**config.mk**
```make
export PLATFORM = sky130hd
export DESIGN_NAME = pdot_acc_unit
export DESIGN_NICKNAME = d
export VERILOG_FILES = /design/src/rtl/pdot_pkg.sv /design/src/rtl/pdot_lane_select.sv /design/src/rtl/pdot_dot_core.sv /design/src/rtl/pdot_acc_sat.sv /design/src/rtl/pdot_acc_unit.sv
export SDC_FILE = /design/constraint.sdc
export NUM_CORES = 1
export LEC_CHECK = 0
export ABC_AREA = 1
export BUFFER_PORTS_ARGS = -buffer_cell sky130_fd_sc_hd__buf_2
export CORE_MARGIN = 2
export CORE_UTILIZATION = 36
export DETAILED_ROUTE_END_ITERATION = 10
export GPL_TIMING_DRIVEN = 0
export PLACE_DENSITY = 0.58
export SLEW_MARGIN = 30
export SYNTH_ARGS = -nofsm -noshare
export SYNTH_HDL_FRONTEND = slang
export SYNTH_SLANG_ARGS = --single-unit
```
**constraint.sdc**
```tcl
create_clock -name clk -period 12 [get_ports clk]
set_input_delay 0.6 -clock clk [delete_from_list [all_inputs] [get_ports clk]]
set_output_delay 0.6 -clock clk [all_outputs]
set_load 0.01 [all_outputs]
```
**src/rtl/pdot_pkg.sv**
```systemverilog
// Package: shared widths and the per-operation control bundle of the packed
// dot-product accumulator. Assumes the word width is a multiple of the lane width.
package pdot_pkg;
    localparam int WORD_W = 32;
    localparam int LANE_W = 8;

    // Mode controls that travel with one operation.
    typedef struct packed {
        logic quad_mode;
        logic hi_half;
        logic mixed;
        logic neg_acc;
        logic sat;
    } pdot_ctrl_t;
endpackage

```
**src/rtl/pdot_lane_select.sv**
```systemverilog
// Lane selector: routes operand bytes into product lanes and marks which lanes
// take part. In four-element mode lane i takes element i. In two-element mode the
// lower half of the lanes takes the chosen half of the word; the rest are masked.
// Assumes an even lane count.
module pdot_lane_select #(
    parameter int WORD_W = 32,
    parameter int LANE_W = 8
) (
    input  logic [WORD_W-1:0]                            op_a,
    input  logic [WORD_W-1:0]                            op_b,
    input  logic                                         quad_mode,
    input  logic                                         hi_half,
    output logic [WORD_W/LANE_W-1:0][LANE_W-1:0]         a_lanes,
    output logic [WORD_W/LANE_W-1:0][LANE_W-1:0]         b_lanes,
    output logic [WORD_W/LANE_W-1:0]                     lane_en
);
    localparam int LANES = WORD_W / LANE_W;
    localparam int HALF  = LANES / 2;

    for (genvar i = 0; i < LANES; i++) begin : g_lane
        if (i < HALF) begin : g_low
            // Low lanes: own element in quad mode, else element i or i+HALF.
            always_comb begin
                if (quad_mode || !hi_half) begin
                    a_lanes[i] = op_a[i*LANE_W +: LANE_W];
                    b_lanes[i] = op_b[i*LANE_W +: LANE_W];
                end else begin
                    a_lanes[i] = op_a[(i+HALF)*LANE_W +: LANE_W];
                    b_lanes[i] = op_b[(i+HALF)*LANE_W +: LANE_W];
                end
                lane_en[i] = 1'b1;
            end
        end else begin : g_high
            // High lanes: only used in quad mode.
            always_comb begin
                a_lanes[i] = op_a[i*LANE_W +: LANE_W];
                b_lanes[i] = op_b[i*LANE_W +: LANE_W];
                lane_en[i] = quad_mode;
            end
        end
    end
endmodule

```
**src/rtl/pdot_dot_core.sv**
```systemverilog
// Dot core: multiplies each enabled lane pair and sums the products at full
// precision. The first operand is sign-extended when mixed is high; the second is
// always zero-extended. Assumes lane_en masks inactive lanes to zero.
module pdot_dot_core #(
    parameter int WORD_W = 32,
    parameter int LANE_W = 8,
    localparam int LANES  = WORD_W / LANE_W,
    localparam int PROD_W = 2 * (LANE_W + 2),
    localparam int DOT_W  = PROD_W + $clog2(LANES) + 1
) (
    input  logic                             clk,
    input  logic                             rst_n,
    input  logic [LANES-1:0][LANE_W-1:0]     a_lanes,
    input  logic [LANES-1:0][LANE_W-1:0]     b_lanes,
    input  logic [LANES-1:0]                 lane_en,
    input  logic                             mixed,
    output logic signed [DOT_W-1:0]          dot
);
    logic signed [PROD_W-1:0] prod [LANES];

    for (genvar i = 0; i < LANES; i++) begin : g_mul
        logic signed [PROD_W-1:0] ea;
        logic signed [PROD_W-1:0] eb;
        // Per-lane extension and product; masked lanes yield zero.
        always_comb begin
            ea = {{(PROD_W-LANE_W){mixed & a_lanes[i][LANE_W-1]}}, a_lanes[i]};
            eb = {{(PROD_W-LANE_W){1'b0}}, b_lanes[i]};
            prod[i] = lane_en[i] ? ea * eb : '0;
        end
    end

    // Adder over all lane products, sign-extended to the dot width.
    always_comb begin
        dot = '0;
        for (int i = 0; i < LANES; i++) begin
            dot = dot + {{(DOT_W-PROD_W){prod[i][PROD_W-1]}}, prod[i]};
        end
    end

    // unsigned interpretation never gives a negative dot product
    a_r6_unsigned_nonneg: assert property (@(posedge clk) disable iff (!rst_n)
        !mixed |-> (dot >= 0));

    // the sum never leaves the bounds of LANES extreme products
    a_r3_dot_range: assert property (@(posedge clk) disable iff (!rst_n)
        (dot <= $signed(DOT_W'(LANES * ((1 << LANE_W) - 1) * ((1 << LANE_W) - 1)))) &&
        (dot >= -$signed(DOT_W'(LANES * (1 << (LANE_W-1)) * ((1 << LANE_W) - 1)))));
endmodule

```
**src/rtl/pdot_acc_sat.sv**
```systemverilog
// Accumulate and clamp stage: interprets the accumulator by signedness, negates
// it on request, adds the dot product at a width with headroom, then clamps or
// wraps to the word width. Assumes the dot width is below the sum width.
module pdot_acc_sat #(
    parameter int WORD_W = 32,
    parameter int DOT_W  = 23,
    localparam int SUM_W = WORD_W + 4
) (
    input  logic signed [DOT_W-1:0]  dot,
    input  logic [WORD_W-1:0]        acc_in,
    input  logic                     mixed,
    input  logic                     neg_acc,
    input  logic                     sat,
    output logic [WORD_W-1:0]        result
);
    localparam logic signed [SUM_W-1:0] S_MAX =
        {{(SUM_W-WORD_W+1){1'b0}}, {(WORD_W-1){1'b1}}};
    localparam logic signed [SUM_W-1:0] S_MIN =
        {{(SUM_W-WORD_W+1){1'b1}}, {(WORD_W-1){1'b0}}};
    localparam logic signed [SUM_W-1:0] U_MAX =
        {{(SUM_W-WORD_W){1'b0}}, {WORD_W{1'b1}}};

    logic signed [SUM_W-1:0] acc_ext;
    logic signed [SUM_W-1:0] acc_term;
    logic signed [SUM_W-1:0] total;

    // Extend, optionally negate, and add at full precision.
    always_comb begin
        acc_ext  = mixed ? {{(SUM_W-WORD_W){acc_in[WORD_W-1]}}, acc_in}
                         : {{(SUM_W-WORD_W){1'b0}}, acc_in};
        acc_term = neg_acc ? -acc_ext : acc_ext;
        total    = acc_term + {{(SUM_W-DOT_W){dot[DOT_W-1]}}, dot};
    end

    // Clamp to the selected range, or keep the low word bits.
    always_comb begin
        result = total[WORD_W-1:0];
        if (sat) begin
            if (mixed) begin
                if (total > S_MAX)      result = S_MAX[WORD_W-1:0];
                else if (total < S_MIN) result = S_MIN[WORD_W-1:0];
            end else begin
                if (total > U_MAX)      result = U_MAX[WORD_W-1:0];
                else if (total < 0)     result = '0;
            end
        end
    end
endmodule

```
**src/rtl/pdot_acc_unit.sv**
```systemverilog
// Top: packed 8-bit dot product plus 32-bit accumulator, with mode controls and
// a registered result. Accepts one operation per cycle; latency one cycle.
module pdot_acc_unit
    import pdot_pkg::*;
(
    input  logic               clk,
    input  logic               rst_n,
    input  logic               issue,
    input  logic [31:0]        op_a,
    input  logic [31:0]        op_b,
    input  logic [31:0]        acc_in,
    input  logic               quad_mode,
    input  logic               hi_half,
    input  logic               mixed,
    input  logic               neg_acc,
    input  logic               sat,
    output logic               res_valid,
    output logic [31:0]        res_data
);
    localparam int LANES  = WORD_W / LANE_W;
    localparam int PROD_W = 2 * (LANE_W + 2);
    localparam int DOT_W  = PROD_W + $clog2(LANES) + 1;

    pdot_ctrl_t ctrl;
    logic [LANES-1:0][LANE_W-1:0] a_lanes;
    logic [LANES-1:0][LANE_W-1:0] b_lanes;
    logic [LANES-1:0]             lane_en;
    logic signed [DOT_W-1:0]      dot;
    logic [WORD_W-1:0]            next_res;

    // Bundle the mode inputs.
    always_comb begin
        ctrl = '{quad_mode: quad_mode, hi_half: hi_half, mixed: mixed,
                 neg_acc: neg_acc, sat: sat};
    end

    pdot_lane_select #(.WORD_W(WORD_W), .LANE_W(LANE_W)) u_sel (
        .op_a(op_a), .op_b(op_b), .quad_mode(ctrl.quad_mode),
        .hi_half(ctrl.hi_half), .a_lanes(a_lanes), .b_lanes(b_lanes),
        .lane_en(lane_en)
    );

    pdot_dot_core #(.WORD_W(WORD_W), .LANE_W(LANE_W)) u_dot (
        .clk(clk), .rst_n(rst_n), .a_lanes(a_lanes), .b_lanes(b_lanes),
        .lane_en(lane_en), .mixed(ctrl.mixed), .dot(dot)
    );

    pdot_acc_sat #(.WORD_W(WORD_W), .DOT_W(DOT_W)) u_acc (
        .dot(dot), .acc_in(acc_in), .mixed(ctrl.mixed),
        .neg_acc(ctrl.neg_acc), .sat(ctrl.sat), .result(next_res)
    );

    // Output register: capture on issue, hold otherwise.
    always_ff @(posedge clk) begin
        if (!rst_n) begin
            res_valid <= 1'b0;
            res_data  <= '0;
        end else begin
            res_valid <= issue;
            if (issue) res_data <= next_res;
        end
    end

    // an issued operation produces a valid result next cycle
    a_r1_valid_follows: assert property (@(posedge clk) disable iff (!rst_n)
        issue |=> res_valid);

    // no issue, no valid next cycle
    a_r1_no_spurious: assert property (@(posedge clk) disable iff (!rst_n)
        !issue |=> !res_valid);

    // result holds while idle
    a_r2_hold: assert property (@(posedge clk) disable iff (!rst_n)
        !issue |=> $stable(res_data));
endmodule

```
== Word-level counts from Yosys, hierarchy flattened ==
Cells that the tools add are included.
Cells by class
  $add $sub $neg: 5
  multipliers: 4
  div/mod/pow operators: 0
  $lt $le $gt $ge: 4
  equality and inequality tests: 0
  shifts and indexed selects: 0
  muxes and demuxes: 14
  bitwise logic cells: 4
  reductions and logical operators: 2
Operators by type and width (number)
  32-bit 2-to-1 mux: 6
  9-bit by 9-bit multiplier with 18-bit output: 4
  36-bit 2-to-1 mux: 2
  23-bit adder: 2
  20-bit 2-to-1 mux: 2
  36-bit adder: 1
  36-bit by 32-bit greater-than comparator with 1-bit output (second input constant): 1
  36-bit by 33-bit greater-than comparator with 1-bit output (second input constant): 1
  36-bit by 1-bit less-than comparator with 1-bit output (second input constant): 1
  36-bit by 32-bit less-than comparator with 1-bit output (second input constant): 1
  36-bit negator: 1
  8-bit 2-to-1 mux: 4
  18-bit by 18-bit adder with 19-bit output: 1
  1-bit bitwise AND: 4
  1-bit logical NOT: 1
  1-bit logical OR: 1
Storage, ports and cells
  flip-flop bits (word level): 33
  bits in latches: 0
  memory bits (writable): 0
  ROM bits: 0
  input bits: 104
  logic and storage cells: 35
  memories: 0

== Depth between registers and ports, before layout ==
  depth in word-level cells: 14
  gate-level depth with buffers: 68
  mapped depth without buffers: 65

== By module ==
From an unflattened synthesis, not the netlist that was laid out.
Unflattened totals
  cell total of the unflattened synthesis: 3382
  area total of the unflattened synthesis: 21409.3 um^2
Modules (own cells, without submodules)
  pdot_dot_core: instances 1, cells an instance 2092, area each 14516.4 um^2, sequential area each 0.0 um^2
  pdot_acc_sat: instances 1, cells an instance 939, area each 4688.2 um^2, sequential area each 0.0 um^2
  pdot_acc_unit: instances 1, cells an instance 206, area each 1361.3 um^2, sequential area each 660.6 um^2
  pdot_lane_select: instances 1, cells an instance 145, area each 843.3 um^2, sequential area each 0.0 um^2

== Worst setup path before layout ==
No wires, ideal clock.
  path type: input-to-reg
  start: input port quad_mode
  end: register res_data[2]
  data arrival time: 10.768 ns
  required time: 11.864 ns
  setup slack: 1.096 ns
  stages: 59
  path buffers: 4
  path through: inv_2 nand2_1 clkbuf_1 buf_1 mux2i_1 nor2_1 fa_1 inv_1 fa_1 fa_1 inv_1 fa_1 fa_1 inv_1 fa_1 inv_1 ha_1 nand4_1 [23 not listed] inv_1 nand4_1 nand3_1 nand3_1 nand2_1 nand3_1 nand3_1 nand2_2 nor2_4 nand3_4 nand2_2 buf_6 buf_6 nand2_1 nand2_1 nand2_1 nand2_1 a21oi_2
Between the ends
  longest elaborated chain between the ends: 13
RTL lines
  start: declaration: line pdot_acc_unit.sv:12  | input logic quad_mode,
  1-bit logical OR: line pdot_lane_select.sv:24  | if (quad_mode || !hi_half) begin
  8-bit 2-to-1 mux: line pdot_lane_select.sv:24
  1-bit bitwise AND: line pdot_dot_core.sv:26  | ea = {{(PROD_W-LANE_W){mixed & a_lanes[i][LANE_W-1]}}, a_lanes[i]};
  9-bit by 9-bit multiplier with 18-bit output: line pdot_dot_core.sv:28  | prod[i] = lane_en[i] ? ea * eb : '0;
  18-bit by 18-bit adder with 19-bit output: line pdot_dot_core.sv:36  | dot = dot + {{(DOT_W-PROD_W){prod[i][PROD_W-1]}}, prod[i]};
  23-bit adder: line pdot_dot_core.sv:36
  23-bit adder *: line pdot_dot_core.sv:36
  36-bit adder *: line pdot_acc_sat.sv:32  | total = acc_term + {{(SUM_W-DOT_W){dot[DOT_W-1]}}, dot};
  36-bit by 1-bit less-than comparator with 1-bit output / 36-bit by 32-bit less-than comparator with 1-bit output (equally long branches): line pdot_acc_sat.sv:44, pdot_acc_sat.sv:41
  32-bit 2-to-1 mux, on equally long branches: line pdot_acc_sat.sv:44, pdot_acc_sat.sv:41
  32-bit 2-to-1 mux, on equally long branches: line pdot_acc_sat.sv:43, pdot_acc_sat.sv:40
  32-bit 2-to-1 mux: line pdot_acc_sat.sv:39  | if (mixed) begin
  32-bit 2-to-1 mux *: line pdot_acc_sat.sv:38  | if (sat) begin
  end signal: assignment: line pdot_acc_unit.sv:60  | if (issue) res_data <= next_res;
  end: declaration: line pdot_acc_unit.sv:18  | output logic [31:0] res_data
Every way passes the cells marked *; elsewhere a longest branch is shown, timed or not.
A chain may end at the register's enable or synchronous reset.

== Final worst setup path ==
  start: input port op_b[26]
  end: register res_data[2]
Between the ends
  longest elaborated chain between the ends: 11
RTL lines
  start: declaration: line pdot_acc_unit.sv:10  | input logic [31:0] op_b,
  8-bit 2-to-1 mux: line pdot_lane_select.sv:24
  9-bit by 9-bit multiplier with 18-bit output: line pdot_dot_core.sv:28
  18-bit by 18-bit adder with 19-bit output: line pdot_dot_core.sv:36
  23-bit adder: line pdot_dot_core.sv:36
  23-bit adder *: line pdot_dot_core.sv:36
  36-bit adder *: line pdot_acc_sat.sv:32
  36-bit by 1-bit less-than comparator with 1-bit output / 36-bit by 32-bit less-than comparator with 1-bit output (equally long branches): line pdot_acc_sat.sv:44, pdot_acc_sat.sv:41
  32-bit 2-to-1 mux, on equally long branches: line pdot_acc_sat.sv:44, pdot_acc_sat.sv:41
  32-bit 2-to-1 mux, on equally long branches: line pdot_acc_sat.sv:43, pdot_acc_sat.sv:40
  32-bit 2-to-1 mux: line pdot_acc_sat.sv:39
  32-bit 2-to-1 mux *: line pdot_acc_sat.sv:38
Marked as above.

==> summary.txt <==
Final GP Congestion: 0.9329
Vias per Instance: 4.710
Worst Setup SP: op_b[26]
FF-to-FF setup slack: 11.32 ns
chip width: 234.1 um
Achievable Freq: 88.25 MHz
startpoint types: primary input
CP max-delay cell: fa_1
CTS Hold Bufs: 0
synthesized area per cell: 6.759 um2
Seq/Total Area, Yosys: 3.467%
multiplexer share of the synthesized area: 0.2627%
worst skew pair latency: 0.28 ns
max cap viols: 0
Initial Utilization: 36.33%
Period minus WS final: 11.33 ns
Antenna Violating Nets Remaining: 0
worst endpoint required time: 12.14 ns
Hold Vio Cnt, Final: 0
initial antenna violation count: 0
Post-synth EDFFs: 0
largest net degree at the start of global routing: 13
I/O pins: 137
largest family of logic cells by synthesized area: adder cells
Post-synth top cells: 740 x inv_1, 617 x nand2_1, 290 x fa_1
Final setup viols: 0
H-Tree Depth: 2
Finished Layout Cells: 3636
Final Max Slew Viols: 0
drt first pass iters: 5
vias: 17130
simple logic cell fraction of the synthesized area: 21.76%
Worst R2R End: res_data[17]$_SDFFE_PN0P_
Die Footprint: 0.05478 mm2
CP Depth: 58
most instantiated library cell after synthesis: inv_1
post-synthesis adder-cell area fraction: 43.28%
largest area contributor in the netlist: fa_1
clk root buf: clkbuf_16
Worst Reg-to-Reg Cells: 2
flops & latches, synth: 33
Synth Flop Type: dfxtp_1
Synth top area share: 30.47%
Period Utilization, post-route: 94.43%
Max clock buf depth: 2
outcome: complete, no violations
nets@finish: 3536
layout cell share with drive strength beyond 1: 8.752%
Bufs and invs on worst path: 10
vias in the first global route: 17030
ant diodes: 0
Layout area overhead: 10.53%
Worst path top cell family by delay: adder cells
post-synthesis compound-gate area fraction: 9.594%
critical-path maximum fanout: 10
IO buf count: 101
RR Startpoint: res_data[17]$_SDFFE_PN0P_
1st-iter DRT viols: 928
TritonCTS clock tree: done
Worst path max stage delay: 0.59 ns
total track usage: 19.64%
Sink Count: 33
Post-Synth XOR/XNOR Area: 5.011%
Worst Skew: 0 ns
Slew headroom: 40.94%
GRT overflow: 0
crit path kind: primary input to register
Unique masters post-synth: 48
worst setup path end: res_data[2]$_SDFFE_PN0P_
clk slew on worst S/H paths: 0.05 ns
syn nets: 3408
DRC violations left: 0
CTS Buf Count: 5
die height: 234.1 um
Total Wirelength: 52480 um
# rows: 84
Area contributors post-synth: fa_1 30%, inv_1 15%, ha_1 13%, nand2_1 12%, nor2_1 4.6%
Fillers: 5697
first-pass GRT wire length: 86000 um
Ys Warns: 0
mapped cell area: 0.01905 mm2
slew of the pin with the lowest slew margin: 0.8613 ns
Core ar.: 0.05245 mm2
Worst path most repeated cell: nand2_1
placed cells: 3608
Worst setup EP type: register
Cells after Synth: 2819
post-DR wirelength/cell: 14.43 um
WP data arrival: 11.48 ns
Post-synth ARST share: 0%
worst hold path class: register to register
DP Wirelength: 45510 um
==> per-layer routing <==
metal	part of all wire [%]	vias to the layer above	wire, um	track usage [%]
met4	2.5	0	1304	4.470
met5	0	-	0	0
li1	-	8650	-	-
met1	43	8038	22380	25.08
met3	4.9	41	2569	1.483
met2	50	396	26230	35.93
==> worst register-to-register path, delay by kind of cell, from the launching register on <==
kind,cells,cell delay [ns]
AO/OA/AOI/OAI,1,0.15
flip-flops,1,0.39
AND/OR/NAND/NOR,1,0.07
==> area by class of cell <==
type                       count  area [um2]  area share [%]
multi-input combinational   1953       15450           73.38
inverter                     753        2835           13.46
tap                          688       860.8           4.087
sequential                    33       660.6           3.137
timing repair buffer         121       658.1           3.125
buffer                        80       400.4           1.901
clock buffer                   5       125.1          0.5941
clock inverter                 3       65.06          0.3089
==> kinds of logic after synthesis <==
family	Yosys count
flops	33
simple gates	1015
compound gates	339
mux	5
fa+ha+maj	485
xor+xnor	109
buf+inv	833
==> cells in the final DEF (no fill, tap or decap), types with 4 or more instances in the layout <==
| cell | instances |
|---|---|
| xnor2_1 | 43 |
| buf_4 | 23 |
| nand2_2 | 20 |
| o31ai_1 | 6 |
| inv_1 | 733 |
| inv_2 | 11 |
| dfxtp_1 | 33 |
| a31oi_1 | 6 |
| nand4_1 | 17 |
| o21ai_2 | 14 |
| nor2_2 | 19 |
| o21ai_0 | 97 |
| a21oi_2 | 8 |
| clkinv_1 | 7 |
| o21ai_4 | 4 |
| nand3_1 | 88 |
| buf_2 | 112 |
| o211ai_1 | 6 |
| o21bai_1 | 10 |
| xor2_1 | 64 |
| clkbuf_2 | 4 |
| nand2_1 | 614 |
| nor3_1 | 9 |
| ha_1 | 191 |
| nand2_4 | 4 |
| nor2_1 | 227 |
| a21oi_1 | 165 |
| o21ai_1 | 9 |
| clkbuf_16 | 5 |
| clkbuf_1 | 51 |
| fa_1 | 290 |
| nor2_4 | 4 |
==> registers in the layout, summed over array words and instances (netlist names) <==
signal / cells
res_data: 32
res_valid: 1
==> repair_timing <==
action,CTS,global route
setup endpoints to repair,32,32
pin swaps,1,7
gates resized for setup,43,65
buffers inserted,8,12
==> worst min path at each step <==
stage                                      to  depth (start not counted)                      start
CTS                 res_data[25]$_SDFFE_PN0P_                          2  res_data[25]$_SDFFE_PN0P_
global route         res_data[5]$_SDFFE_PN0P_                          2   res_data[5]$_SDFFE_PN0P_
finish              res_data[26]$_SDFFE_PN0P_                          2  res_data[26]$_SDFFE_PN0P_
detailed placement  res_data[25]$_SDFFE_PN0P_                          2  res_data[25]$_SDFFE_PN0P_
floorplan           res_data[10]$_SDFFE_PN0P_                          2  res_data[10]$_SDFFE_PN0P_
global placement    res_data[11]$_SDFFE_PN0P_                          2  res_data[11]$_SDFFE_PN0P_
==> stage by stage <==
step,util (%),worst slack [ns],setup TNS (ns),hold slack [ns],cell area (um2)
after floorplan,-,1.096,0,0.4900,19050
after global placement,38.93,-1.960,-60.24,0.4540,20420
after detailed placement,38.94,-1.975,-61.13,0.4552,20420
after CTS,39.59,0.007992,0,0.4637,20760
after global routing,40.16,-0.07317,-0.8013,0.4718,21060
final,40.16,0.6688,0,0.4609,21060
Power is left out: the tool's default activity adds up to more than one toggle a clock period on the data nets, which glitch-free logic cannot reach.
